### config.mk
export PLATFORM = sky130hd
export DESIGN_NAME = i2c_hs_slave
export DESIGN_NICKNAME = d
export VERILOG_FILES = /design/src/rtl/i2c_hs_pkg.sv /design/src/rtl/hs_line_sync.sv /design/src/rtl/hs_cond_detect.sv /design/src/rtl/hs_xfer_fsm.sv /design/src/rtl/i2c_hs_slave.sv
export SDC_FILE = /design/constraint.sdc
export NUM_CORES = 1
export LEC_CHECK = 0
export ABC_AREA = 1
export BUFFER_PORTS_ARGS = -buffer_cell sky130_fd_sc_hd__buf_2
export CAP_MARGIN = 20
export CORE_MARGIN = 5
export CORE_UTILIZATION = 51
export DETAILED_ROUTE_END_ITERATION = 7
export PLACE_DENSITY = 0.72
export SYNTH_ARGS = -nofsm -noshare
export SYNTH_HDL_FRONTEND = slang
export SYNTH_SLANG_ARGS = --single-unit
### constraint.sdc
create_clock -name clk -period 1.4 [get_ports clk]
set_clock_uncertainty 0.1 [all_clocks]
set_input_delay 0.07 -clock clk [delete_from_list [all_inputs] [get_ports clk]]
set_output_delay 0.07 -clock clk [all_outputs]
set_load 0.05 [all_outputs]
### src/rtl/i2c_hs_pkg.sv
package i2c_hs_pkg;

    localparam int BYTE_W = 8;
    localparam int ADDR_W = 7;
    localparam int CNT_W  = $clog2(BYTE_W);

    // line indices inside the synchroniser bundle
    localparam int LN_SCL   = 0;
    localparam int LN_SDA   = 1;
    localparam int LN_COUNT = 2;

    // upper bits that mark a high-speed master code
    localparam int MC_BITS = 5;
    localparam logic [MC_BITS-1:0] MC_PREFIX = 5'b00001;

    typedef enum logic [3:0] {
        ST_IDLE,
        ST_ADDR,
        ST_MC_NACK,
        ST_ADDR_ACK,
        ST_WR,
        ST_WR_ACK,
        ST_RD,
        ST_RD_ACK,
        ST_IGNORE
    } xfer_state_e;

    typedef enum logic {
        MODE_FAST = 1'b0,
        MODE_HS   = 1'b1
    } bus_mode_e;

    typedef struct packed {
        logic scl;
        logic scl_rise;
        logic scl_fall;
        logic sda;
    } line_view_t;

    typedef struct packed {
        logic start;
        logic stop;
    } bus_cond_t;

    function automatic logic is_master_code(input logic [BYTE_W-1:0] b);
        return b[BYTE_W-1 -: MC_BITS] == MC_PREFIX;
    endfunction

    function automatic logic addr_hit(input logic [BYTE_W-1:0] b,
                                      input logic [ADDR_W-1:0] a);
        return b[BYTE_W-1:1] == a;
    endfunction

endpackage

### src/rtl/hs_line_sync.sv
module hs_line_sync #(
    parameter int STAGES = 2,
    parameter int LINES  = 2
) (
    input  logic             clk,
    input  logic             rst,
    input  logic [LINES-1:0] raw,
    output logic [LINES-1:0] lvl,
    output logic [LINES-1:0] rise,
    output logic [LINES-1:0] fall
);

    for (genvar g = 0; g < LINES; g++) begin : g_line
        logic [STAGES-1:0] pipe;
        logic              prev;

        always_ff @(posedge clk) begin
            if (rst) begin
                pipe <= '1;
                prev <= 1'b1;
            end else begin
                pipe[0] <= raw[g];
                for (int k = 1; k < STAGES; k++) begin
                    pipe[k] <= pipe[k-1];
                end
                prev <= pipe[STAGES-1];
            end
        end

        assign lvl[g]  = pipe[STAGES-1];
        assign rise[g] = pipe[STAGES-1] & ~prev;
        assign fall[g] = ~pipe[STAGES-1] & prev;
    end

endmodule

### src/rtl/hs_cond_detect.sv
module hs_cond_detect
    import i2c_hs_pkg::*;
(
    input  logic       scl_lvl,
    input  logic       scl_rise,
    input  logic       sda_rise,
    input  logic       sda_fall,
    output bus_cond_t  cond
);

    logic scl_steady_high;

    assign scl_steady_high = scl_lvl & ~scl_rise;
    assign cond.start      = sda_fall & scl_steady_high;
    assign cond.stop       = sda_rise & scl_steady_high;

endmodule

### src/rtl/hs_xfer_fsm.sv
module hs_xfer_fsm
    import i2c_hs_pkg::*;
#(
    parameter logic [ADDR_W-1:0] SLAVE_ADDR = 7'h3C
) (
    input  logic              clk,
    input  logic              rst,
    input  line_view_t        line,
    input  bus_cond_t         cond,
    input  logic [BYTE_W-1:0] tx_data,
    output logic              sda_oe,
    output logic [BYTE_W-1:0] rx_data,
    output logic              rx_valid,
    output logic              tx_req,
    output logic              hs_mode
);

    localparam logic [CNT_W-1:0] LAST_BIT = CNT_W'(BYTE_W - 1);

    xfer_state_e       state;
    bus_mode_e         mode;
    logic [CNT_W-1:0]  bit_cnt;
    logic [BYTE_W-1:0] shreg;
    logic              byte_done;
    logic              dir_read;
    logic              master_ack;

    always_ff @(posedge clk) begin
        rx_valid <= 1'b0;
        tx_req   <= 1'b0;
        if (rst) begin
            state      <= ST_IDLE;
            mode       <= MODE_FAST;
            bit_cnt    <= '0;
            shreg      <= '0;
            byte_done  <= 1'b0;
            dir_read   <= 1'b0;
            master_ack <= 1'b0;
            sda_oe     <= 1'b0;
            rx_data    <= '0;
        end else if (cond.stop) begin
            state     <= ST_IDLE;
            mode      <= MODE_FAST;
            sda_oe    <= 1'b0;
            byte_done <= 1'b0;
        end else if (cond.start) begin
            state     <= ST_ADDR;
            bit_cnt   <= '0;
            sda_oe    <= 1'b0;
            byte_done <= 1'b0;
        end else begin
            unique case (state)
                ST_ADDR: begin
                    if (line.scl_rise) begin
                        shreg   <= {shreg[BYTE_W-2:0], line.sda};
                        bit_cnt <= (bit_cnt == LAST_BIT) ? '0 : bit_cnt + 1'b1;
                        if (bit_cnt == LAST_BIT) byte_done <= 1'b1;
                    end
                    if (line.scl_fall && byte_done) begin
                        byte_done <= 1'b0;
                        if (mode == MODE_FAST && is_master_code(shreg)) begin
                            state <= ST_MC_NACK;
                        end else if (addr_hit(shreg, SLAVE_ADDR)) begin
                            dir_read <= shreg[0];
                            sda_oe   <= 1'b1;
                            state    <= ST_ADDR_ACK;
                        end else begin
                            state <= ST_IGNORE;
                        end
                    end
                end
                ST_MC_NACK: begin
                    if (line.scl_rise) begin
                        mode  <= MODE_HS;
                        state <= ST_IDLE;
                    end
                end
                ST_ADDR_ACK: begin
                    if (line.scl_fall) begin
                        bit_cnt <= '0;
                        if (dir_read) begin
                            shreg  <= tx_data;
                            sda_oe <= ~tx_data[BYTE_W-1];
                            tx_req <= 1'b1;
                            state  <= ST_RD;
                        end else begin
                            sda_oe <= 1'b0;
                            state  <= ST_WR;
                        end
                    end
                end
                ST_WR: begin
                    if (line.scl_rise) begin
                        shreg   <= {shreg[BYTE_W-2:0], line.sda};
                        bit_cnt <= (bit_cnt == LAST_BIT) ? '0 : bit_cnt + 1'b1;
                        if (bit_cnt == LAST_BIT) begin
                            rx_data   <= {shreg[BYTE_W-2:0], line.sda};
                            rx_valid  <= 1'b1;
                            byte_done <= 1'b1;
                        end
                    end
                    if (line.scl_fall && byte_done) begin
                        byte_done <= 1'b0;
                        sda_oe    <= 1'b1;
                        state     <= ST_WR_ACK;
                    end
                end
                ST_WR_ACK: begin
                    if (line.scl_fall) begin
                        sda_oe  <= 1'b0;
                        bit_cnt <= '0;
                        state   <= ST_WR;
                    end
                end
                ST_RD: begin
                    if (line.scl_fall) begin
                        if (bit_cnt == LAST_BIT) begin
                            sda_oe    <= 1'b0;
                            byte_done <= 1'b0;
                            state     <= ST_RD_ACK;
                        end else begin
                            shreg   <= {shreg[BYTE_W-2:0], 1'b0};
                            sda_oe  <= ~shreg[BYTE_W-2];
                            bit_cnt <= bit_cnt + 1'b1;
                        end
                    end
                end
                ST_RD_ACK: begin
                    if (line.scl_rise) begin
                        master_ack <= ~line.sda;
                        byte_done  <= 1'b1;
                    end
                    if (line.scl_fall && byte_done) begin
                        byte_done <= 1'b0;
                        bit_cnt   <= '0;
                        if (master_ack) begin
                            shreg  <= tx_data;
                            sda_oe <= ~tx_data[BYTE_W-1];
                            tx_req <= 1'b1;
                            state  <= ST_RD;
                        end else begin
                            state <= ST_IGNORE;
                        end
                    end
                end
                default: ;
            endcase
        end
    end

    assign hs_mode = (mode == MODE_HS);


    mc_unacked_chk: assert property (@(posedge clk) disable iff (rst)
        $rose(hs_mode) |-> !$past(sda_oe));


    hs_exit_on_stop_chk: assert property (@(posedge clk) disable iff (rst)
        $fell(hs_mode) |-> $past(cond.stop));


    oe_scl_low_chk: assert property (@(posedge clk) disable iff (rst)
        (!cond.start && !cond.stop && !$stable(sda_oe)) |-> !line.scl);


    ignore_released_chk: assert property (@(posedge clk) disable iff (rst)
        (state == ST_IGNORE) |-> !sda_oe);


    rx_tx_excl_chk: assert property (@(posedge clk) disable iff (rst)
        rx_valid |-> !tx_req);

endmodule

### src/rtl/i2c_hs_slave.sv
module i2c_hs_slave
    import i2c_hs_pkg::*;
#(
    parameter logic [ADDR_W-1:0] SLAVE_ADDR  = 7'h3C,
    parameter int                SYNC_STAGES = 2
) (
    input  logic              clk,
    input  logic              rst,
    input  logic              scl_i,
    input  logic              sda_i,
    output logic              sda_oe,
    output logic              start_evt,
    output logic              stop_evt,
    output logic [BYTE_W-1:0] rx_data,
    output logic              rx_valid,
    input  logic [BYTE_W-1:0] tx_data,
    output logic              tx_req,
    output logic              hs_mode
);

    logic [LN_COUNT-1:0] lvl, rise, fall, raw;
    line_view_t          line;
    bus_cond_t           cond;

    always_comb begin
        raw         = '0;
        raw[LN_SCL] = scl_i;
        raw[LN_SDA] = sda_i;
    end

    hs_line_sync #(
        .STAGES (SYNC_STAGES),
        .LINES  (LN_COUNT)
    ) u_sync (
        .clk  (clk),
        .rst  (rst),
        .raw  (raw),
        .lvl  (lvl),
        .rise (rise),
        .fall (fall)
    );

    hs_cond_detect u_cond (
        .scl_lvl  (lvl[LN_SCL]),
        .scl_rise (rise[LN_SCL]),
        .sda_rise (rise[LN_SDA]),
        .sda_fall (fall[LN_SDA]),
        .cond     (cond)
    );

    assign line.scl      = lvl[LN_SCL];
    assign line.scl_rise = rise[LN_SCL];
    assign line.scl_fall = fall[LN_SCL];
    assign line.sda      = lvl[LN_SDA];

    hs_xfer_fsm #(
        .SLAVE_ADDR (SLAVE_ADDR)
    ) u_fsm (
        .clk      (clk),
        .rst      (rst),
        .line     (line),
        .cond     (cond),
        .tx_data  (tx_data),
        .sda_oe   (sda_oe),
        .rx_data  (rx_data),
        .rx_valid (rx_valid),
        .tx_req   (tx_req),
        .hs_mode  (hs_mode)
    );

    assign start_evt = cond.start;
    assign stop_evt  = cond.stop;


    cond_excl_chk: assert property (@(posedge clk) disable iff (rst)
        start_evt |-> !stop_evt);


    start_single_chk: assert property (@(posedge clk) disable iff (rst)
        start_evt |=> !start_evt);

endmodule

Yosys cells after proc, flatten, opt, wreduce, memory -nomap -nowiden
Cells that the tools add are included.
{"block": "classes", "n_addsub": 1, "bitwise_logic": 19, "mux": 56, "reduce_logical": 23, "n_eq_ne": 38}
{"op": "8-bit 2-to-1 mux", "n": 7}
{"op": "4-bit 2-to-1 mux", "n": 11}
{"op": "8-bit one-hot mux with 4 select lines", "n": 1}
{"op": "4-bit one-hot mux with 7 select lines", "n": 1}
{"op": "1-bit 2-to-1 mux", "n": 24}
{"op": "3-bit by 2-bit inequality test with 1-bit output (second input constant)", "n": 8}
{"op": "2-bit by 1-bit inequality test with 1-bit output (second input constant)", "n": 11}
{"op": "3-bit 2-to-1 mux", "n": 7}
{"op": "10-bit AND reduction", "n": 2}
{"op": "9-bit AND reduction", "n": 2}
{"op": "4-bit by 3-bit equality test with 1-bit output (second input constant)", "n": 4}
{"op": "3-bit by 1-bit inequality test with 1-bit output (second input constant)", "n": 4}
{"op": "1-bit NOT", "n": 12}
{"op": "3-bit one-hot mux with 4 select lines", "n": 1}
{"op": "6-bit AND reduction", "n": 2}
{"op": "4-bit by 2-bit equality test with 1-bit output (second input constant)", "n": 2}
{"op": "8-bit nonzero test", "n": 1}
{"op": "1-bit AND", "n": 7}
{"op": "7-bit by 6-bit equality test with 1-bit output (second input constant)", "n": 1}
{"op": "7-bit AND reduction", "n": 1}
{"op": "7-bit nonzero test", "n": 1}
{"op": "2-bit inequality test (second input constant)", "n": 3}
{"op": "3-bit inequality test (second input constant)", "n": 2}
{"op": "1-bit one-hot mux with 6 select lines", "n": 1}
{"op": "18 further kinds", "n": 21}
{"block": "word_totals", "output_inout_bits": 14, "input_bits": 12, "ff_bits": 36}

Longest topological paths before layout
Gate-level depths: netlist (run 1).
{"block": "logic_depth", "word_depth": 7, "depth_mapped": 11, "ltp_nobuf": 11}

Modules after synthesis
Synthesis (run 1) repeated with hierarchy kept, for this count alone.
{"block": "unflattened", "cells_unflattened": 332, "hier_area_um2": 2026.9}
{"mod": "hs_xfer_fsm", "area_each_um2": 1798.0, "seq_area_each_um2": 600.6, "cells_each": 299, "instances": 1}
{"mod": "hs_line_sync", "area_each_um2": 206.4, "seq_area_each_um2": 120.1, "cells_each": 27, "instances": 1}
{"mod": "hs_cond_detect", "area_each_um2": 22.5, "seq_area_each_um2": 0.0, "cells_each": 6, "instances": 1}

Worst setup path before layout (run 1)
OpenSTA, ideal clock, no wires.
{"block": "synth_path", "path_kind": "register to register", "startpoint": "reg u_sync.g_line[1].pipe[1]", "endpoint": "reg u_fsm.shreg[0]", "stages_incl_launch_ff": 9, "path_buffers": 1, "period_less_slack_ns": 2.494, "required_time_ns": 1.185, "setup_slack_ns": -1.094, "arrival_ns": 2.279, "path_cell_list": "dfxtp_1 -> inv_1 -> nor3_1 -> nor2_1 -> nand3_1 -> nor2_4 -> buf_6 -> a21oi_1 -> nor2_1"}
{"block": "synth_between", "word_cells_on_any_way": 10}
{"element": "start: declaration", "line_no": "hs_line_sync.sv:14", "rtl": "logic [STAGES-1:0] pipe;"}
{"element": "start signal: indexed assignment", "line_no": "hs_line_sync.sv:24", "rtl": "pipe[k] <= pipe[k-1];"}
{"element": "1-bit AND", "line_no": "hs_line_sync.sv:31", "rtl": "assign rise[g] = pipe[STAGES-1] & ~prev;"}
{"element": "1-bit AND", "line_no": "hs_cond_detect.sv:15", "rtl": "assign cond.stop = sda_rise & scl_steady_high;"}
{"element": "named net stop_evt", "line_no": "i2c_hs_slave.sv:13", "rtl": "output logic stop_evt,"}
{"element": "1-bit NOT (no source line)"}
{"element": "10-bit AND reduction (no source line)"}
{"element": "end signal: assignment", "line_no": "hs_xfer_fsm.sv:55", "rtl": "shreg <= {shreg[BYTE_W-2:0], line.sda};"}
{"element": "end signal: assignment", "line_no": "hs_xfer_fsm.sv:82", "rtl": "shreg <= tx_data;"}
{"element": "end signal: assignment", "line_no": "hs_xfer_fsm.sv:94", "rtl": "shreg <= {shreg[BYTE_W-2:0], line.sda};"}
{"element": "end: declaration", "line_no": "hs_xfer_fsm.sv:23", "rtl": "logic [BYTE_W-1:0] shreg;"}
The timed path passes the listed nets, and every way through them passes these cells. The select of a mux whose other input is x is not followed.
A chain may end at the register's enable or synchronous reset.

Worst setup path after layout (run 1)
{"block": "layout_path", "startpoint": "reg u_fsm.state[2]", "endpoint": "reg u_fsm.byte_done"}
{"block": "layout_between", "elab_chain_len": 4, "word_cells_on_any_way": 13}
{"element": "start: declaration", "line_no": "hs_xfer_fsm.sv:20", "rtl": "xfer_state_e state;"}
{"element": "start signal: assignment", "line_no": "hs_xfer_fsm.sv:32", "rtl": "state <= ST_IDLE;"}
{"element": "start signal: assignment", "line_no": "hs_xfer_fsm.sv:42", "rtl": "state <= ST_IDLE;"}
{"element": "start signal: assignment", "line_no": "hs_xfer_fsm.sv:47", "rtl": "state <= ST_ADDR;"}
{"element": "4-bit by 1-bit equality test with 1-bit output or 4-bit by 3-bit equality test with 1-bit output (tied branches)", "line_no": "hs_xfer_fsm.sv:52", "rtl": "unique case (state)"}
{"element": "2-bit OR reduction (no source line)"}
{"element": "3-bit by 1-bit inequality test with 1-bit output (no source line) or 3-bit nonzero test (tied branches)"}
{"element": "6-bit AND reduction (no source line)"}
{"element": "end signal: assignment", "line_no": "hs_xfer_fsm.sv:50", "rtl": "byte_done <= 1'b0;"}
{"element": "end signal: assignment", "line_no": "hs_xfer_fsm.sv:57", "rtl": "if (bit_cnt == LAST_BIT) byte_done <= 1'b1;"}
{"element": "end signal: assignment", "line_no": "hs_xfer_fsm.sv:60", "rtl": "byte_done <= 1'b0;"}
{"element": "end: declaration", "line_no": "hs_xfer_fsm.sv:24", "rtl": "logic byte_done;"}
Several ways; a longest one is shown, not always the timed one.

==> impl_metrics.py, run 1 <==
metrics = {
    "floorplanning": {
        "core_mm2": 0.00372,
        "die_area_mm2": 0.00527,
        "fp-row-count": 22,
        "initial_core_util_pct": 53.8,
        "pin_count": 26,
        "die_w_um": 72.6,
        "die_h_um": 72.6,
    },
    "clocking": {
        "numCtsBuffers": 5,
        "clockBufferDepth": 2,
        "cts_tree": "built",
        "clock_sink_count": 36,
        "clock_latency_ns": 0.31,
        "clkTransAtPathRegs_ns": 0.09,
        "clockRootBuffer": "clkbuf_8",
        "htree_levels": 2,
    },
    "timing": {
        "maxSlewViolCount": 0,
        "worstMarginPinSlew_ns": 0.342,
        "hold_viol_final": 0,
        "max_freq_mhz": 546,
        "period_needed_ns": 1.83,
        "setup-tns-final_ns": -7.15,
        "setup_violations": 32,
        "period_share_pct": 131,
        "rsz0062_at_grt": "true",
        "slew_headroom_pct": 77.0,
        "setup_slack_ns": -0.431,
    },
    "layout": {
        "syn2layout_area_growth_pct": 66.1,
        "antennaDiodeCount": 0,
        "n_fill_cell": 172,
        "drive_above_1_share_pct": 49.3,
        "layout.nets": 433,
        "final_area_mm2": 0.00332,
        "final_util_pct": 89.4,
    },
    "grt": {
        "grt_overflow_total": 0,
        "grt_max_degree": 17,
        "grt_pass1_wl_um": 10500,
        "globalRouteTotalUtil_pct": 25.4,
        "grt_pass1_vias": 2274,
        "antenna_found_initial": 0,
    },
    "outcome": {
        "status": "finished with violations",
        "violations": "negative setup slack",
    },
    "logic_synthesis": {
        "ys_types": 27,
        "synth-seq-area-share_pct": 36.0,
        "syn_nets": 328,
        "synth_cells": 314,
        "synth_most_common_cell": "nand2_1",
        "synth_area_leaders": "dfxtp_1, nand2_1, nor2_1",
        "synth_top_area_cell": "dfxtp_1",
        "yosys-top-cells-count": "nand2_1, nor2_1, dfxtp_1, inv_1, o21ai_0",
        "avgSynthCellArea_um2": 6.37,
        "async_reset_ff_share_pct": 0,
        "synth_area_mm2": 0.00200,
        "yosys_warnings": 0,
        "ys_seq_elements": 36,
        "synthFlopType": "dfxtp_1",
        "synth_edf_count": 0,
        "yosysTopAreaCellShare_pct": 36.0,
    },
    "worst_setup_path": {
        "cp-end-kind": "register",
        "startpoint_type": "register",
        "critPathKind": "register to register",
        "required_ns": 1.50,
        "crit_arrival_ns": 1.93,
        "worstPathMaxFanout": 5,
    },
    "detailed_routing": {
        "vias_per_cell": 5.96,
        "drt_wl_total_um": 8890,
        "drc": 0,
        "vias": 2790,
        "wire_per_inst_um": 19.0,
        "first_pass_iters": 7,
        "drt_iter0_markers": 359,
        "ant_nets": 0,
    },
    "hold_path": {
        "hp-class": "input pin to register",
    },
    "pwr": {
        "power_mw": 7.08,
        "ir_drop_mv": 1.32,
        "power_leakage_nw": 1.62,
        "power_density_mw_per_mm2": 2130,
    },
    "place": {
        "place_area_mm2": 0.00261,
        "hpwl_um": 4510,
        "dp_slack_ns": -0.369,
        "io_buffers": 25,
        "place_congestion": 0.994,
    },
    "job": {
        "maxCapViolCount": 0,
    },
}
==> repair_timing <==
action,4_1_cts,5_1_grt
hold buffers,3,0
resized for setup,47,65
pin swaps,15,28
gates cloned,0,1
setup buffers,10,13
setup endpoints to repair,30,32
endpoints found under the hold margin,5,0
==> metrics by stage <==
stage	instances	hold WS, ns
after floorplan	314	0.0485
after global placement	434	0.155
after detailed placement	434	0.156
after CTS	455	0.0734
after global routing	468	0.124
final	468	0.0621
==> cell families (layout without fill, tap and decap cells) <==
| logic type | Yosys count | count (layout) | synth area share, % |
|---|---|---|---|
| buffers and inverters | 35 | 141 | 7.26 |
| adder cells (fa/ha/maj) | 2 | 2 | 1.25 |
| flip-flops | 36 | 36 | 36.0 |
| AO/OA/AOI/OAI | 39 | 39 | 10.1 |
| AND/OR/NAND/NOR | 202 | 202 | 45.3 |
==> critical path: stages (launching register included) <==
cell and delay [ns]:
dfxtp_4 0.39, inv_4 0.07, nor2_4 0.05, buf_12 0.13, nand2_4 0.10, nand2_4 0.07
buf_4 0.14, nand3_1 0.08, o21ai_1 0.09, nor2_1 0.24, nand2_1 0.11, nand2_1 0.09
nor2_1 0.05
==> power by group <==
| part | switching, mW | internal [mW] |
|---|---|---|
| Clock | 0.455 | 0.355 |
| Combinational | 2.62 | 2.06 |
| Sequential | 0.301 | 1.29 |
==> path summary, 6_finish.rpt <==
kind                                                from                        to  slack (ns)  cells past startpoint
worst max-delay path                      u_fsm.state[2]           u_fsm.byte_done       -0.43                     12
worst min register to register  u_sync.g_line[0].pipe[0]  u_sync.g_line[0].pipe[1]        0.33                      1
worst min-delay path                          tx_data[5]            u_fsm.shreg[5]        0.06                      6
worst max register to register            u_fsm.state[2]           u_fsm.byte_done       -0.43                     12
==> cells in the final DEF (no fill, tap or decap), drive strengths merged <==
| master | n |
|---|---|
| buf | 99 |
| nand2 | 91 |
| nor2 | 68 |
| dfxtp | 36 |
| inv | 31 |
| o21ai | 19 |
| nand3 | 19 |
| a21oi | 16 |
| nand3b | 10 |
| clkbuf | 6 |
| nand4 | 5 |
| or2 | 4 |
| dlygate4sd3 | 3 |
| nor3 | 3 |
| ha | 2 |
| o22ai | 1 |
| a31oi | 1 |
| nor4b | 1 |
| a211oi | 1 |
| nor4 | 1 |
| o21a | 1 |
| clkinv | 1 |
| clkinvlp | 1 |
==> routing by layer <==
metal,vias to the layer above,part of all wire [%],track usage (%)
li1,1217,-,-
met1,1269,37,32.0
met2,222,46,42.2
met3,82,10,6.20
met4,0,7.1,8.40
met5,-,0,0
==> registers in the layout (all words and copies together), names as in the netlist <==
register            flops
u_fsm.bit_cnt           3
u_fsm.byte_done         1
u_fsm.dir_read          1
u_fsm.hs_mode           1
u_fsm.master_ack        1
u_fsm.rx_data           8
u_fsm.rx_valid          1
u_fsm.sda_oe            1
u_fsm.shreg             8
u_fsm.state             4
u_fsm.tx_req            1
u_sync.g_line.pipe      4
u_sync.g_line.prev      2
==> area by class of cell <==
cell class	instances	area [um^2]	area share (%)
multi-input combinational	243	1460	44.0
timing repair buffer	103	842	25.3
sequential	36	747	22.5
inverter	30	120	3.62
clock buffer	5	68.8	2.07
tap	48	60.1	1.81
clock inverter	3	22.5	0.678
Note: power is estimated with default switching activity, not from simulation.
==> inputs of run 2 (changes only) <==
PLACE_DENSITY = not set   (was 0.72)
PLACE_DENSITY_LB_ADDON = 0.2   (was not set)
==> run 2 against run 1 <==
The run still ends with negative setup slack left. Largest power group unchanged. Largest cell class unchanged. Routed wire length is 8.6% higher. Cell area increased by 0.64%. Global-route usage is 0.072 points higher. Die area unchanged. Cell count decreased by 1.5%.
==> impl_metrics.py, run 2 (synthesized netlist as in run 1, its figures left out) <==
metrics = {
    "detailed_routing": {
        "first_pass_iters": 6,
        "vias_per_cell": 6.32,
        "vias": 2912,
        "drc": 0,
        "wire_per_inst_um": 21.0,
        "ant_nets": 0,
        "drt_iter0_markers": 508,
        "drt_wl_total_um": 9660,
    },
    "timing": {
        "max_freq_mhz": 556,
        "setup-tns-final_ns": -6.80,
        "period_share_pct": 128,
        "setup_violations": 31,
        "maxSlewViolCount": 0,
        "slew_headroom_pct": 78.6,
        "period_needed_ns": 1.80,
        "setup_slack_ns": -0.397,
        "rsz0062_at_grt": "true",
        "hold_viol_final": 0,
        "worstMarginPinSlew_ns": 0.317,
    },
    "hold_path": {
        "hold_start": "tx_data[5]",
        "hp-class": "input pin to register",
    },
    "clocking": {
        "htree_levels": 2,
        "numCtsBuffers": 5,
        "clockBufferDepth": 2,
        "clockRootBuffer": "clkbuf_8",
        "clkTransAtPathRegs_ns": 0.08,
        "clock_latency_ns": 0.29,
        "cts_tree": "built",
        "clock_sink_count": 36,
    },
    "floorplanning": {
        "die_w_um": 72.6,
        "pin_count": 26,
        "die_h_um": 72.6,
        "die_area_mm2": 0.00527,
        "core_mm2": 0.00372,
        "fp-row-count": 22,
        "initial_core_util_pct": 53.8,
    },
    "worst_setup_path": {
        "startpoint_type": "register",
        "required_ns": 1.47,
        "crit_arrival_ns": 1.87,
        "cp-end-kind": "register",
        "critPathKind": "register to register",
        "r2r-start": "u_fsm.state[3]",
        "crit_path_frequent_cell": "nor2_4",
        "crit_path_start": "u_fsm.state[3]",
        "worstPathMaxFanout": 15,
        "crit_chain": "inv_4, nand2_4, nor2_4, nand2_2, nand3_4, nor2_4, buf_12, a21oi_1, nor2_1",
        "cp_slowest_cell": "dfxtp_4",
        "max_stage_delay_ns": 0.39,
    },
    "layout": {
        "layout.nets": 426,
        "antennaDiodeCount": 0,
        "reg.largest.list": "u_fsm.rx_data (8), u_fsm.shreg (8)",
        "final_area_mm2": 0.00334,
        "most-common-layout-cells": "nand2_1, buf_4, nor2_1",
        "syn2layout_area_growth_pct": 67.2,
        "final_common_cell": "nand2_1",
        "drive_above_1_share_pct": 53.8,
        "n_fill_cell": 145,
    },
    "outcome": {
        "status": "finished with violations",
        "violations": "negative setup slack",
    },
    "pwr": {
        "ir_drop_mv": 1.12,
        "power_leakage_nw": 1.57,
        "power_density_mw_per_mm2": 2110,
    },
    "grt": {
        "grt_pass1_wl_um": 10600,
        "globalRouteTotalUtil_pct": 25.4,
        "grt_pass1_vias": 2323,
        "antenna_found_initial": 0,
        "grt_overflow_total": 0,
        "grt_max_degree": 17,
    },
    "job": {
        "maxCapViolCount": 0,
    },
    "place": {
        "dp_slack_ns": -0.373,
        "hpwl_um": 4450,
        "io_buffers": 25,
        "place_area_mm2": 0.00261,
        "place_congestion": 0.968,
    },
}
-- run 2: cell types whose count changed in the layout (fill, tap and decap cells not counted), sizes merged --
cell    previous run  this run
inv               31        30
bufinv             0         1
buf               99        93
clkbuf             6         5
-- run 2: worst max-delay path, delay by kind of cell (launching register included) --
kind                   cells  cell delay, ns
buffers and inverters      2            0.22
and+or+nand+nor            6            0.75
DFF                        1            0.39
AOI/OAI and AO/OA          1            0.22
-- run 2: path summary, 6_finish.rpt --
kind                         endpoint  slack [ns]  cells after the start
max                    u_fsm.shreg[1]       -0.40                      9
min                    u_fsm.shreg[5]        0.11                      6
max reg2reg            u_fsm.shreg[1]       -0.40                      9
min reg2reg  u_sync.g_line[1].pipe[1]        0.35                      1
-- run 2: what timing repair did --
action | 4_1_cts | 5_1_grt
pin swaps | 13 | 44
buffers inserted | 10 | 8
endpoints found under the hold margin | 5 | 0
endpoints found under the setup margin | 30 | 32
cloned | 0 | 0
hold buffers | 3 | 0
gates resized for setup | 56 | 90
-- run 2: layout make-up --
type                            count  area [um^2]  area share (%)
Multi-Input combinational cell    243         1540            46.0
Timing Repair Buffer               96          767            22.9
Clock inverter                      3         42.5            1.27
Sequential cell                    36          744            22.3
Clock buffer                        5         68.8            2.06
Tap cell                           48         60.1            1.80
Inverter                           30          123            3.67
-- run 2: routing by layer --
| metal | GRT usage [%] | vias up | share of wire (%) |
|---|---|---|---|
| met5 | 0 | - | 0 |
| met4 | 6.35 | 0 | 7.4 |
| met3 | 4.55 | 90 | 12 |
| met2 | 44.6 | 291 | 44 |
| met1 | 32.1 | 1329 | 37 |
| li1 | - | 1202 | - |
-- run 2: through the flow --
step	hold slack [ns]	utilization [%]	cells	power, mW
final	0.111	90.0	461	7.05
after global routing	0.162	90.0	461	7.36
after CTS	0.0810	80.8	454	5.77
after detailed placement	0.161	70.1	433	4.45
after global placement	0.154	70.1	433	4.38
after floorplan	0.0485	-	314	3.46
-- run 2: power breakdown --
| part | leakage [nW] | switching, mW | internal [mW] |
|---|---|---|---|
| Sequential | 0.296 | 0.321 | 1.29 |
| Clock | 0.0541 | 0.417 | 0.527 |
| Combinational | 1.22 | 2.61 | 1.87 |
| Total | 1.57 | 3.35 | 3.69 |
